[src/rtl/lcs_pkg.sv]
package lcs_pkg;
  localparam int DIV_W      = 8;
  localparam int CMD_W      = 8;
  localparam int FRAME_LEN  = 5;
  localparam int CMD_OP_POS = 1;

  localparam logic [7:0] SEL_FAST = 8'hEE;
  localparam logic [7:0] SEL_SLOW = 8'hAE;
  localparam logic [7:0] OP_START = 8'h01;
  localparam logic [7:0] OP_STOP  = 8'h00;

  typedef enum logic [1:0] {
    CMD_NONE  = 2'd0,
    CMD_START = 2'd1,
    CMD_STOP  = 2'd2
  } cmd_evt_e;

  // Legal rate settings for the given probe-width mode.
  function automatic logic rate_ok(input logic wide, input logic [7:0] sel,
                                   input logic [DIV_W-1:0] div);
    logic ok;
    ok = (div != '0) && ((sel == SEL_FAST) || (sel == SEL_SLOW));
    if (wide && (sel == SEL_FAST) && (div <= DIV_W'(2))) ok = 1'b0;
    if (wide && (sel == SEL_SLOW) && (div == DIV_W'(1))) ok = 1'b0;
    return ok;
  endfunction
endpackage

[src/rtl/lcs_cmd_decoder.sv]
module lcs_cmd_decoder
  import lcs_pkg::*;
(
  input  logic             clk,
  input  logic             rst_n,
  input  logic             cmd_valid,
  input  logic [CMD_W-1:0] cmd_byte,
  output cmd_evt_e         cmd_evt
);
  localparam int IDX_W = $clog2(FRAME_LEN);
  localparam logic [IDX_W-1:0] LAST_IDX = IDX_W'(FRAME_LEN - 1);
  localparam logic [IDX_W-1:0] OP_IDX   = IDX_W'(CMD_OP_POS);

  logic [IDX_W-1:0] idx_q, idx_d;
  logic [CMD_W-1:0] op_q, op_d;
  logic             junk_q, junk_d;
  logic             nz;

  always_comb begin
    idx_d   = idx_q;
    op_d    = op_q;
    junk_d  = junk_q;
    cmd_evt = CMD_NONE;
    nz      = (cmd_byte != '0);
    if (cmd_valid) begin
      if (idx_q == LAST_IDX) begin
        idx_d = '0;
        if (!(junk_q || nz)) begin
          if (op_q == OP_START)     cmd_evt = CMD_START;
          else if (op_q == OP_STOP) cmd_evt = CMD_STOP;
        end
      end else begin
        idx_d = idx_q + IDX_W'(1);
      end
      if (idx_q == '0)         junk_d = nz;
      else if (idx_q == OP_IDX) op_d  = cmd_byte;
      else                      junk_d = junk_q | nz;
    end
  end

  always_ff @(posedge clk or negedge rst_n) begin
    if (!rst_n) begin
      idx_q  <= '0;
      op_q   <= '0;
      junk_q <= 1'b0;
    end else if (cmd_valid) begin
      idx_q  <= idx_d;
      op_q   <= op_d;
      junk_q <= junk_d;
    end
  end

  // alignment index never passes the last frame position
  assert_frame_index_R3: assert property (@(posedge clk) disable iff (!rst_n)
    idx_q <= LAST_IDX);

  // after a fifth byte the next byte begins a new frame
  assert_frame_realign_R3: assert property (@(posedge clk) disable iff (!rst_n)
    (cmd_valid && idx_q == LAST_IDX) |=> (idx_q == '0));
endmodule

[src/rtl/lcs_base_tick.sv]
module lcs_base_tick #(
  parameter int SYS_RATE  = 125000,
  parameter int BASE_RATE = 48000
) (
  input  logic clk,
  input  logic rst_n,
  input  logic clr,
  output logic tick
);
  localparam int ACC_W = $clog2(SYS_RATE + BASE_RATE + 1);
  localparam logic [ACC_W-1:0] SYS_V  = ACC_W'(SYS_RATE);
  localparam logic [ACC_W-1:0] BASE_V = ACC_W'(BASE_RATE);

  logic [ACC_W-1:0] acc_q, acc_d, sum;

  always_comb begin
    sum  = acc_q + BASE_V;
    tick = (sum >= SYS_V);
    if (clr)       acc_d = '0;
    else if (tick) acc_d = sum - SYS_V;
    else           acc_d = sum;
  end

  always_ff @(posedge clk or negedge rst_n) begin
    if (!rst_n) acc_q <= '0;
    else        acc_q <= acc_d;
  end

  // accumulator stays within one system period
  assert_acc_bound_R4: assert property (@(posedge clk) disable iff (!rst_n)
    acc_q < SYS_V);
endmodule

[src/rtl/lcs_rate_strobe.sv]
module lcs_rate_strobe
  import lcs_pkg::*;
#(
  parameter int SYS_RATE  = 125000,
  parameter int FAST_RATE = 48000,
  parameter int SLOW_RATE = 30000
) (
  input  logic             clk,
  input  logic             rst_n,
  input  logic             start_evt,
  input  logic             stop_evt,
  input  logic             wide_mode,
  input  logic [DIV_W-1:0] div_in,
  input  logic [7:0]       sel_in,
  output logic             running,
  output logic             strobe,
  output logic             wide_q,
  output logic             rate_err
);
  localparam int NBASE = 2;

  logic [NBASE-1:0] base_tick;
  logic             clr_base;

  generate
    for (genvar g = 0; g < NBASE; g++) begin : g_base
      localparam int RATE_G = (g == 0) ? FAST_RATE : SLOW_RATE;
      lcs_base_tick #(.SYS_RATE(SYS_RATE), .BASE_RATE(RATE_G)) u_tick (
        .clk  (clk),
        .rst_n(rst_n),
        .clr  (clr_base),
        .tick (base_tick[g])
      );
    end
  endgenerate

  logic             run_q, run_d;
  logic             slow_q, slow_d;
  logic             wide_d;
  logic             err_q, err_d;
  logic [DIV_W-1:0] cnt_q, cnt_d;
  logic [DIV_W-1:0] div_q, div_d;
  logic             tick;

  always_comb begin
    run_d    = run_q;
    slow_d   = slow_q;
    wide_d   = wide_q;
    err_d    = err_q;
    cnt_d    = cnt_q;
    div_d    = div_q;
    clr_base = 1'b0;
    tick     = slow_q ? base_tick[1] : base_tick[0];
    strobe   = run_q && tick && (cnt_q == '0) && !stop_evt;
    if (!run_q && start_evt) begin
      if (rate_ok(wide_mode, sel_in, div_in)) begin
        run_d    = 1'b1;
        cnt_d    = div_in;
        div_d    = div_in;
        slow_d   = (sel_in == SEL_SLOW);
        wide_d   = wide_mode;
        clr_base = 1'b1;
      end else begin
        err_d = 1'b1;
      end
    end else if (run_q && stop_evt) begin
      run_d = 1'b0;
    end else if (run_q && tick) begin
      cnt_d = (cnt_q == '0) ? div_q : cnt_q - DIV_W'(1);
    end
  end

  always_ff @(posedge clk or negedge rst_n) begin
    if (!rst_n) begin
      run_q  <= 1'b0;
      slow_q <= 1'b0;
      wide_q <= 1'b0;
      err_q  <= 1'b0;
      cnt_q  <= '0;
      div_q  <= '0;
    end else begin
      run_q  <= run_d;
      slow_q <= slow_d;
      wide_q <= wide_d;
      err_q  <= err_d;
      cnt_q  <= cnt_d;
      div_q  <= div_d;
    end
  end

  assign running  = run_q;
  assign rate_err = err_q;

  // a refused rate stays flagged
  assert_err_sticky_R7: assert property (@(posedge clk) disable iff (!rst_n)
    err_q |=> err_q);

  // a refused start leaves capture idle
  assert_err_no_run_R7: assert property (@(posedge clk) disable iff (!rst_n)
    $rose(err_q) |-> !run_q);

  // a fresh run begins with the full divide count loaded
  assert_run_loads_div_R4: assert property (@(posedge clk) disable iff (!rst_n)
    $rose(run_q) |-> (cnt_q == div_q));
endmodule

[src/rtl/lcs_packer.sv]
module lcs_packer #(
  parameter int BYTE_W = 8,
  parameter int LANES  = 2
) (
  input  logic                    clk,
  input  logic                    rst_n,
  input  logic                    strobe,
  input  logic                    wide,
  input  logic [BYTE_W*LANES-1:0] sample,
  input  logic                    out_ready,
  output logic                    out_valid,
  output logic [BYTE_W-1:0]       out_byte,
  output logic                    overflow
);
  localparam int LANE_W = (LANES > 1) ? $clog2(LANES) : 1;
  localparam logic [LANE_W-1:0] TOP_LANE = LANE_W'(LANES - 1);

  logic [BYTE_W*LANES-1:0] smp_q, smp_d;
  logic [LANE_W-1:0]       lane_q, lane_d, last_q, last_d;
  logic                    vld_q, vld_d;
  logic                    ovf_q, ovf_d;
  logic                    xfer, free;
  logic [BYTE_W-1:0]       lane_bytes [LANES];

  generate
    for (genvar g = 0; g < LANES; g++) begin : g_lane
      assign lane_bytes[g] = smp_q[g*BYTE_W +: BYTE_W];
    end
  endgenerate

  always_comb begin
    smp_d  = smp_q;
    lane_d = lane_q;
    last_d = last_q;
    vld_d  = vld_q;
    ovf_d  = ovf_q;
    xfer   = vld_q && out_ready;
    free   = !vld_q || (xfer && (lane_q == last_q));
    if (xfer) begin
      if (lane_q == last_q) vld_d = 1'b0;
      else                  lane_d = lane_q + LANE_W'(1);
    end
    if (strobe) begin
      if (free) begin
        smp_d  = sample;
        lane_d = '0;
        last_d = wide ? TOP_LANE : '0;
        vld_d  = 1'b1;
      end else begin
        ovf_d = 1'b1;
      end
    end
  end

  always_ff @(posedge clk or negedge rst_n) begin
    if (!rst_n) begin
      smp_q  <= '0;
      lane_q <= '0;
      last_q <= '0;
      vld_q  <= 1'b0;
      ovf_q  <= 1'b0;
    end else begin
      smp_q  <= smp_d;
      lane_q <= lane_d;
      last_q <= last_d;
      vld_q  <= vld_d;
      ovf_q  <= ovf_d;
    end
  end

  assign out_valid = vld_q;
  assign out_byte  = lane_bytes[lane_q];
  assign overflow  = ovf_q;

  // a stalled byte is held unchanged
  assert_hold_stall_R8: assert property (@(posedge clk) disable iff (!rst_n)
    (vld_q && !out_ready) |=> (vld_q && $stable(out_byte)));

  // a dropped sample stays flagged
  assert_no_overflow_clear_R9: assert property (@(posedge clk) disable iff (!rst_n)
    ovf_q |=> ovf_q);

  // byte position never passes the last lane of the held sample
  assert_lane_bound_R6: assert property (@(posedge clk) disable iff (!rst_n)
    lane_q <= last_q);
endmodule

[src/rtl/logic_capture_stream.sv]
module logic_capture_stream
  import lcs_pkg::*;
#(
  parameter int SYS_RATE  = 125000,
  parameter int FAST_RATE = 48000,
  parameter int SLOW_RATE = 30000,
  parameter int BYTE_W    = 8,
  parameter int LANES     = 2,
  localparam int PROBE_W  = BYTE_W * LANES
) (
  input  logic               clk,
  input  logic               rst_n,
  input  logic [PROBE_W-1:0] probe_in,
  input  logic               wide_mode,
  input  logic [DIV_W-1:0]   rate_div,
  input  logic [7:0]         base_sel,
  input  logic               cmd_valid,
  input  logic [CMD_W-1:0]   cmd_byte,
  output logic               out_valid,
  output logic [BYTE_W-1:0]  out_byte,
  input  logic               out_ready,
  output logic               running,
  output logic               rate_err,
  output logic               overflow
);
  cmd_evt_e cmd_evt;
  logic     strobe;
  logic     wide_q;

  lcs_cmd_decoder u_cmd (
    .clk      (clk),
    .rst_n    (rst_n),
    .cmd_valid(cmd_valid),
    .cmd_byte (cmd_byte),
    .cmd_evt  (cmd_evt)
  );

  lcs_rate_strobe #(
    .SYS_RATE (SYS_RATE),
    .FAST_RATE(FAST_RATE),
    .SLOW_RATE(SLOW_RATE)
  ) u_rate (
    .clk      (clk),
    .rst_n    (rst_n),
    .start_evt(cmd_evt == CMD_START),
    .stop_evt (cmd_evt == CMD_STOP),
    .wide_mode(wide_mode),
    .div_in   (rate_div),
    .sel_in   (base_sel),
    .running  (running),
    .strobe   (strobe),
    .wide_q   (wide_q),
    .rate_err (rate_err)
  );

  lcs_packer #(.BYTE_W(BYTE_W), .LANES(LANES)) u_pack (
    .clk      (clk),
    .rst_n    (rst_n),
    .strobe   (strobe),
    .wide     (wide_q),
    .sample   (probe_in),
    .out_ready(out_ready),
    .out_valid(out_valid),
    .out_byte (out_byte),
    .overflow (overflow)
  );

  // nothing new is produced once stopped and drained
  assert_idle_no_data_R2: assert property (@(posedge clk) disable iff (!rst_n)
    (!running && !out_valid) |=> !out_valid);
endmodule

[config.mk]
export PLATFORM = sky130hd
export DESIGN_NAME = logic_capture_stream
export DESIGN_NICKNAME = d
export VERILOG_FILES = /design/src/rtl/lcs_pkg.sv /design/src/rtl/lcs_cmd_decoder.sv /design/src/rtl/lcs_base_tick.sv /design/src/rtl/lcs_rate_strobe.sv /design/src/rtl/lcs_packer.sv /design/src/rtl/logic_capture_stream.sv
export SDC_FILE = /design/constraint.sdc
export NUM_CORES = 1
export LEC_CHECK = 0
export BUFFER_PORTS_ARGS = -buffer_cell sky130_fd_sc_hd__buf_2
export CELL_PAD_IN_SITES_DETAIL_PLACEMENT = 0
export CELL_PAD_IN_SITES_GLOBAL_PLACEMENT = 1
export CORE_ASPECT_RATIO = 0.8
export CORE_MARGIN = 2
export CORE_UTILIZATION = 40
export CTS_CLUSTER_SIZE = 24
export DETAILED_ROUTE_END_ITERATION = 16
export GPL_TIMING_DRIVEN = 1
export PLACE_DENSITY_LB_ADDON = 0.1
export SLEW_MARGIN = 20
export SYNTH_ARGS = -nofsm -noshare
export SYNTH_HDL_FRONTEND = slang
export SYNTH_SLANG_ARGS = --single-unit
export TNS_END_PERCENT = 5
[constraint.sdc]
create_clock -name clk -period 7 [get_ports clk]
set_clock_uncertainty 0.2 [all_clocks]
set_input_delay 0 -clock clk [delete_from_list [all_inputs] [get_ports clk]]
set_output_delay 0 -clock clk [all_outputs]
set_load 0.1 [all_outputs]
==> results of run 1 <==
-- where the power goes --
part / leakage, nW / internal (mW) / switching [mW]
registers: 1.03 / 0.513 / 0.0342
logic: 1.57 / 0.0948 / 0.0845
clock network: 0.163 / 0.347 / 0.188
total: 2.76 / 0.955 / 0.307
-- synthesized netlist by cell type (all sizes together), types with 6 or more instances --
cell type | count | area share
inv | 19 | 0.015
or3 | 8 | 0.011
o21ai | 26 | 0.027
nor2 | 47 | 0.036
xor2 | 17 | 0.031
dfrtp | 82 | 0.42
xnor2 | 28 | 0.050
and2 | 7 | 0.0090
nand3 | 9 | 0.0092
nand2b | 7 | 0.0090
nand2 | 69 | 0.054
clkbuf | 13 | 0.010
mux2 | 42 | 0.11
a211oi | 6 | 0.0092
buf | 6 | 0.0087
nor4 | 6 | 0.0090
nor3 | 12 | 0.012
a21oi | 26 | 0.029
ha | 12 | 0.031
-- critical path, delay by kind of cell, from the launching register on --
kind / cells / cell delay (ns)
DFF: 1 / 0.46
AOI/OAI and AO/OA: 4 / 1.24
muxes: 1 / 0.39
xor gates and xnor gates: 1 / 0.79
and+or+nand+nor: 2 / 0.39
-- logic make-up after synthesis --
group / count (synthesis) / share of synthesized area
AOI/OAI and AO/OA: 99 / 0.1425
xor gates and xnor gates: 45 / 0.08075
adders and majority gates: 13 / 0.03281
buffers and inverters: 38 / 0.03333
DFF: 82 / 0.4204
muxes: 44 / 0.1095
and+or+nand+nor: 185 / 0.1807
-- worst max path at each step --
stage,from,end,slack [ns],depth (start not counted)
after detailed placement,u_rate.g_base[1].u_tick.acc_q[4]$_DFF_PN0_,u_rate.cnt_q[7]$_DFFE_PN0P_,3.44,8
after CTS,u_rate.g_base[1].u_tick.acc_q[4]$_DFF_PN0_,u_rate.cnt_q[7]$_DFFE_PN0P_,3.40,8
after global routing,u_rate.g_base[1].u_tick.acc_q[4]$_DFF_PN0_,u_pack.smp_q[8]$_DFFE_PN0P_,3.09,10
after global placement,u_rate.g_base[1].u_tick.acc_q[4]$_DFF_PN0_,u_pack.smp_q[8]$_DFFE_PN0P_,3.53,10
after floorplan,u_rate.g_base[1].u_tick.acc_q[4]$_DFF_PN0_,u_pack.last_q$_DFFE_PN0P_,3.90,12
final,u_rate.g_base[1].u_tick.acc_q[4]$_DFF_PN0_,u_rate.cnt_q[7]$_DFFE_PN0P_,3.39,8
-- routing by layer --
| metal | track usage | up-vias | part of all wire |
|---|---|---|---|
| li1 | - | 1957 | - |
| met1 | 0.2711 | 1836 | 0.52 |
| met3 | 0.04670 | 6 | 0.030 |
| met2 | 0.2629 | 53 | 0.44 |
| met4 | 0.04311 | 0 | 0.0097 |
| met5 | 0 | - | 0 |
-- state kept, by name (all words and copies together), names as in the netlist, 3 cells and up --
register and flops:
u_cmd.idx_q 3, u_rate.g_base.u_tick.acc_q 30, u_pack.smp_q 16, u_rate.cnt_q 8, u_rate.div_q 8, u_cmd.op_q 8
-- through the flow --
step	instances	area, um2	utilization
after global routing	754	6043	0.5025
after detailed placement	698	5290	0.4399
after global placement	698	5290	0.4399
final	754	6043	0.5025
after floorplan	506	4881	-
after CTS	754	6043	0.5025
-- repair_timing --
action / 4_1_cts / 5_1_grt
endpoints found under the setup margin: 0 / 0
setup buffers: 0 / 0
hold endpoints to repair: 78 / 0
hold buffers: 41 / 0
-- layout make-up --
| type | count | share of cell area |
|---|---|---|
| Clock buffer | 10 | 0.03789 |
| Tap cell | 152 | 0.03147 |
| Inverter | 19 | 0.01180 |
| Timing Repair Buffer | 100 | 0.1201 |
| Sequential cell | 82 | 0.3395 |
| Multi-Input combinational cell | 386 | 0.4420 |
| Clock inverter | 5 | 0.01718 |
==> run_results.csv, run 1 <==
group,metric,value,unit
run_status,result_of_the_run,"finished, final reports clean",
timing,worst_slack,3.395,ns
pwr,fin_total_pwr,1.262,mW
final_layout,sequential_cell_area,2052,um2
clock_network,clk_path_buf_depth,2,
timing,fin_worst_hold_slack,0.2233,ns
floorplan,core,12030,um2
synthesis,synth-seq-area-share,0.4204,
final_layout,drive_above_1_share,0.2159,
pwr,worst_ir_drop_vdd,0.1153,mV
floorplan,area_of_the_die,13110,um2
synthesis,number_of_synthesized_register_bits,82,
timing,timing.fmax,277.4,MHz
worst_setup_path,r2r.worst_path.cells,8,
worst_setup_path,crit_path_dat,3.62,ns
floorplan,initial_core_util,0.4058,
clock_network,clock_latency,0.34,ns
floorplan,rows,36,
drt,detail_route.wl_per_cell,15.03,um
global_routing,grt_start_max_net_pins,58,
global_routing,globalRoute.totalOverflow,0,
final_layout,syn2layout_area_growth,23.81,%
drt,detailroute.via_count,3852,
worst_setup_path,crit_path_max_incr_delay,0.79,ns
synthesis,count_of_different_cell_masters_after_synthesis,66,
global_routing,grt_pass1_wl,18590,um
clock_network,cts_inserted_buffers,9,
final_layout,fin_nets,655,
synthesis,syn_nets,563,
drt,postRouteAntennaNets,0,
timing,unrepaired_setup_endpoints_after_global_routing,"false",
drt,route.final.wire_length,11330,um
clock_network,cts.clk_slew.worst_paths,0.06,ns
worst_setup_path,worstReg2RegStart,"u_rate.g_base[1].u_tick.acc_q[4]$_DFF_PN0_",
final_layout,final_cell_mix,"82 x sky130_fd_sc_hd__dfrtp_1, 68 x sky130_fd_sc_hd__nand2_1, 55 x sky130_fd_sc_hd__buf_2",
worst_setup_path,crit_path_end_kind,"flip-flop",
timing,finalWorstPathRequiredPeriod,3.605,ns
final_layout,multi_input_combinational_cell_area,2671,um2
worst_setup_path,critPathMaxFanout,13,
worst_setup_path,required_time_at_the_endpoint_of_the_critical_path,7.01,ns
worst_setup_path,critical_path.startpoint_type,"flip-flop",
floorplan,floorplan.die.height,102.8,um
timing,timing.slew.headroom,0.3005,
timing,final_hold_viol_count,0,
worst_setup_path,register_to_register_path_setup_slack,3.39,ns
timing,worst-slew-pin-transition,1.041,ns
synthesis,syn-instance-count,506,
timing,period_share,0.5150,
worst_setup_path,r2r_end,"u_rate.cnt_q[7]$_DFFE_PN0P_",
hold_path,hold_path.startpoint,"rate_div[4]",
drt,drt_iter0_markers,208,
synthesis,synth.cell_area,4881,um2
placed_design,placement.setup.worst_slack,3.442,ns
worst_setup_path,kind_of_critical_path,"flip-flop to flip-flop",
clock_network,post_cts_resized,0,
placed_design,dp_hpwl,7833,um
timing,slew_violations,0,
pwr,power_per_cell_area,208.8,nW/um2
pwr,cellLeakagePower,2.764,nW
floorplan,floorplan.die.width,127.5,um
timing,final.setup.tns,0,ns
synthesis,syn_avg_cell_area,9.646,um2
global_routing,grt_pass1_vias,3666,
synthesis,synth_edf_count,0,
worst_setup_path,crit_path_frequent_cell,"sky130_fd_sc_hd__o211a_1",
floorplan,pin_count,57,
clock_network,clock_tree_from_tritoncts,"done",
hold_path,timing.hold.worst_path_depth,4,
placed_design,buffer_ports.inserted,56,
clock_network,h-tree-depth,3,
drt,post_drt_via_cell_ratio,5.109,
hold_path,worst_hold_path_type,"input pin to flip-flop",
global_routing,global_route.usage.total,0.1813,
final_layout,layout_commonest_cell,"sky130_fd_sc_hd__dfrtp_1",
timing,final-setup-viol-count,0,
global_routing,antenna_found_initial,0,
clock_network,cts.root.buffer_cell,"sky130_fd_sc_hd__clkbuf_16",
worst_setup_path,slowest_stage_cell_on_the_critical_path,"sky130_fd_sc_hd__xor2_1",
synthesis,synth_flop_cell,"sky130_fd_sc_hd__dfrtp_1",
worst_setup_path,crit_path_cell_trace,"o211a_1 > o211a_1 > o311ai_1 > xor2_1 > and2_1 > nand2_1 > a21oi_4 > mux2_2",
placed_design,place_congestion,0.7998,
final_layout,diodes,0,
synthesis,yosys_warnings,0,
drt,drcViolationCount,0,
final_layout,n_fill_cell,1127,
drt,firstDrtPassIters,4,
clock_network,cts.sink_count,82,
hold_path,hold-path-endpoint,"u_rate.div_q[4]$_DFFE_PN0P_",
synthesis,postSynth.asyncResetShare,1.000,
job,drv_cap,0,
(Power assumes the default switching activity.)
==> inputs of run 2 (changes only) <==
--- a/config.mk
+++ b/config.mk
@@ -5,6 +5,7 @@
 export SDC_FILE = /design/constraint.sdc
 export NUM_CORES = 1
 export LEC_CHECK = 0
+export ABC_AREA = 1
 export BUFFER_PORTS_ARGS = -buffer_cell sky130_fd_sc_hd__buf_2
 export CELL_PAD_IN_SITES_DETAIL_PLACEMENT = 0
 export CELL_PAD_IN_SITES_GLOBAL_PLACEMENT = 1
==> constraint.sdc (replaced) <==
create_clock -name clk -period 3.5 [get_ports clk]
set_clock_uncertainty 0.2 [all_clocks]
set_input_delay 0 -clock clk [delete_from_list [all_inputs] [get_ports clk]]
set_output_delay 0 -clock clk [all_outputs]
set_load 0.1 [all_outputs]
==> run 2 against run 1 <==
Via count up 21%. Design area up 3.0%. Count of clock-buffer cells in the layout down 1. Flip-flop and latch count unchanged. Total power rose to 3.0 times the previous value. Critical endpoint is now u_rate.div_q[7]$_DFFE_PN0P_.
==> run_results.csv, run 2 <==
group,metric,value,unit
worst_setup_path,crit_path_frequent_cell,"sky130_fd_sc_hd__dlygate4sd3_1",
worst_setup_path,kind_of_critical_path,"input pin to flip-flop",
final_layout,largest_register_ff_count,30,
worst_setup_path,crit_path_max_incr_delay,0.58,ns
pwr,share_comb_of_total_power,0.428,
clock_network,holdBufCountCts,40,
global_routing,grt_pass1_wl,21530,um
drt,drcViolationCount,0,
worst_setup_path,crit_path_dat,3.35,ns
synthesis,yosys_warnings,0,
synthesis,syn_avg_cell_area,7.335,um2
final_layout,syn2layout_area_growth,22.94,%
drt,detailroute.via_count,4680,
floorplan,pin_count,57,
timing,unrepaired_setup_endpoints_after_global_routing,"false",
pwr,switching_share,0.4120,
timing,final-setup-viol-count,0,
drt,post_drt_via_cell_ratio,4.850,
final_layout,final_cell_mix,"215 x sky130_fd_sc_hd__nand2_1, 82 x sky130_fd_sc_hd__dfrtp_1, 79 x sky130_fd_sc_hd__inv_1",
clock_network,h-tree-depth,3,
placed_design,dp_hpwl,9200,um
synthesis,number_of_synthesized_register_bits,82,
clock_network,post_cts_resized,0,
timing,final_hold_viol_count,0,
synthesis,synth_flop_cell,"sky130_fd_sc_hd__dfrtp_1",
clock_network,post-cts-setup-buffer-count,0,
clock_network,clock_tree_from_tritoncts,"done",
worst_setup_path,critical_path.startpoint_type,"input pin",
worst_setup_path,crit_path_cell_trace,"dlygate4sd3_1 > buf_2 > nor3b_1 > dlygate4sd3_1 > nand4_1 > dlygate4sd3_1 > a41oi_1 > nand4_1 > buf_4 > nand2_1 > nand2_1",
synthesis,dominant_cell_by_count_in_the_synthesized_netlist,"sky130_fd_sc_hd__nand2_1",
synthesis,synth-seq-area-share,0.4054,
hold_path,worst_hold_path_type,"input pin to flip-flop",
timing,worst-slew-pin-transition,0.7504,ns
run_status,result_of_the_run,"finished, final reports clean",
global_routing,globalRoute.totalOverflow,0,
synthesis,syn_nets,747,
global_routing,grt_start_max_net_pins,83,
pwr,worst_ir_drop_vdd,0.3573,mV
clock_network,cts.clk_slew.worst_paths,0.06,ns
placed_design,buffer_ports.inserted,56,
floorplan,rows,36,
worst_setup_path,required_time_at_the_endpoint_of_the_critical_path,3.53,ns
final_layout,fin_nets,846,
timing,final.setup.tns,0,ns
floorplan,area_of_the_die,13570,um2
final_layout,diodes,0,
timing,timing.slew.headroom,0.4997,
final_layout,register_name_with_the_most_flops,"u_rate.g_base.u_tick.acc_q",
floorplan,initial_core_util,0.4131,
worst_setup_path,crit_path_end_kind,"flip-flop",
clock_network,clock_latency,0.34,ns
synthesis,netlist.area_leader.share,0.4054,
synthesis,syn-instance-count,690,
placed_design,place_congestion,0.9119,
synthesis,postSynth.asyncResetShare,1.000,
floorplan,floorplan.die.height,104.6,um
drt,firstDrtPassIters,7,
pwr,cell_internal_pwr,2.218,mW
drt,detail_route.wl_per_cell,13.23,um
clock_network,cts_inserted_buffers,9,
worst_setup_path,slowest_stage_cell_on_the_critical_path,"sky130_fd_sc_hd__dlygate4sd3_1",
pwr,clkPwrFrac,0.255,
timing,finalWorstPathRequiredPeriod,3.322,ns
clock_network,cts.root.buffer_cell,"sky130_fd_sc_hd__clkbuf_16",
synthesis,ys_top_cells_by_area,"sky130_fd_sc_hd__dfrtp_1 41%, sky130_fd_sc_hd__nand2_1 16%, sky130_fd_sc_hd__inv_1 5.9%",
global_routing,grt_pass1_vias,4402,
global_routing,antenna_found_initial,0,
final_layout,layout_top_registers,"u_rate.g_base.u_tick.acc_q (30), u_pack.smp_q (16)",
global_routing,global_route.usage.total,0.1991,
final_layout,drive_above_1_share,0.1511,
synthesis,synth_edf_count,0,
timing,period_share,0.9491,
pwr,power.share.sequential,0.317,
pwr,power.net_switching,1.554,mW
clock_network,cts.sink_count,82,
drt,postRouteAntennaNets,0,
job,drv_cap,0,
synthesis,count_of_different_cell_masters_after_synthesis,43,
pwr,cellLeakagePower,3.338,nW
drt,route.final.wire_length,12770,um
synthesis,synth.cell_area,5061,um2
clock_network,clk_path_buf_depth,2,
final_layout,layout_commonest_cell,"sky130_fd_sc_hd__nand2_1",
pwr,power_per_cell_area,606.1,nW/um2
drt,drt_iter0_markers,341,
timing,slew_violations,0,
synthesis,yosys.area.top_type,"sky130_fd_sc_hd__dfrtp_1",
floorplan,floorplan.die.width,129.8,um
floorplan,core,12250,um2
worst_setup_path,critPathMaxFanout,9,
timing,timing.fmax,301.0,MHz
final_layout,layout.core_utilization,0.5079,
synthesis,ys_top_cells_by_count,"215 x sky130_fd_sc_hd__nand2_1, 82 x sky130_fd_sc_hd__dfrtp_1, 79 x sky130_fd_sc_hd__inv_1, 59 x sky130_fd_sc_hd__nor2_1, 52 x sky130_fd_sc_hd__o21ai_0",
## run 2: power by group through the flow
| stage | Combinational (mW) | Sequential, mW | Clock (mW) |
|---|---|---|---|
| after global routing | 1.89 | 1.21 | 1.03 |
| final | 1.61 | 1.20 | 0.963 |
| after floorplan | 1.25 | 1.18 | 0 |
| after CTS | 1.62 | 1.19 | 0.998 |
| after global placement | 1.58 | 1.21 | 0 |
| after detailed placement | 1.58 | 1.21 | 0 |
## run 2: kinds of logic (layout without fill, tap and decap cells)
logic type                 count (synthesis)  after routing  synth area share
buffers and inverters                     96            200           0.07565
DFF                                       82             82            0.4054
AOI/OAI and AO/OA                         96             96            0.1038
xor gates and xnor gates                  14             14           0.02423
adders and majority gates                 12             12           0.02967
and+or+nand+nor                          381            381            0.3412
muxes                                      9              9           0.02003
## run 2: worst max-delay path: cells and delay by family
kind,cells,cell delay [ns]
buf+inv,5,2.15
compound gates,1,0.36
simple gates,5,0.83
## run 2: layout make-up
| type | instances | area [um2] |
|---|---|---|
| Tap cell | 171 | 214.0 |
| Multi-Input combinational cell | 512 | 2626 |
| Fill cell | 1194 | 6030 |
| Sequential cell | 82 | 2052 |
| Inverter | 85 | 319.1 |
| Clock buffer | 9 | 225.2 |
| Timing Repair Buffer | 99 | 709.4 |
| Clock inverter | 7 | 76.32 |
## run 2: final timing paths
path / start / to / slack (ns) / depth (start not counted)
min: base_sel[7] / u_rate.rate_err$_DFFE_PN0P_ / 0.06 / 5
max reg2reg: u_cmd.idx_q[0]$_DFFE_PN0P_ / u_rate.cnt_q[3]$_DFFE_PN0P_ / 0.52 / 13
min in group asynchronous: rst_n / u_rate.g_base[1].u_tick.acc_q[16]$_DFF_PN0_ / 0.07 / 2
max: base_sel[0] / u_rate.div_q[7]$_DFFE_PN0P_ / 0.18 / 11
min reg2reg: u_rate.div_q[0]$_DFFE_PN0P_ / u_rate.div_q[0]$_DFFE_PN0P_ / 0.27 / 2
max in group asynchronous: rst_n / u_rate.div_q[7]$_DFFE_PN0P_ / 2.51 / 2
## run 2: stage by stage
| stage | area (um2) | cells | hold WS, ns | total power [mW] | worst slack [ns] |
|---|---|---|---|---|---|
| 2_1_floorplan | 5061 | 690 | -0.4956 | 2.438 | 1.112 |
| 3_3_place_gp | 5517 | 909 | -0.005897 | 2.792 | 0.5538 |
| 3_5_place_dp | 5517 | 909 | -0.003458 | 2.789 | 0.5365 |
| 4_1_cts | 6218 | 965 | 0.04663 | 3.810 | 0.1853 |
| 5_1_grt | 6222 | 965 | 0.07911 | 4.130 | 0.01907 |
| 6_report | 6222 | 965 | 0.06178 | 3.772 | 0.1782 |
## run 2: routing by layer
| metal | vias to the layer above | part of all wire | global-route usage |
|---|---|---|---|
| li1 | 2439 | - | - |
| met1 | 2122 | 0.54 | 0.3148 |
| met2 | 106 | 0.40 | 0.2704 |
| met3 | 13 | 0.046 | 0.04045 |
| met4 | 0 | 0.013 | 0.05607 |
| met5 | - | 0 | 0 |
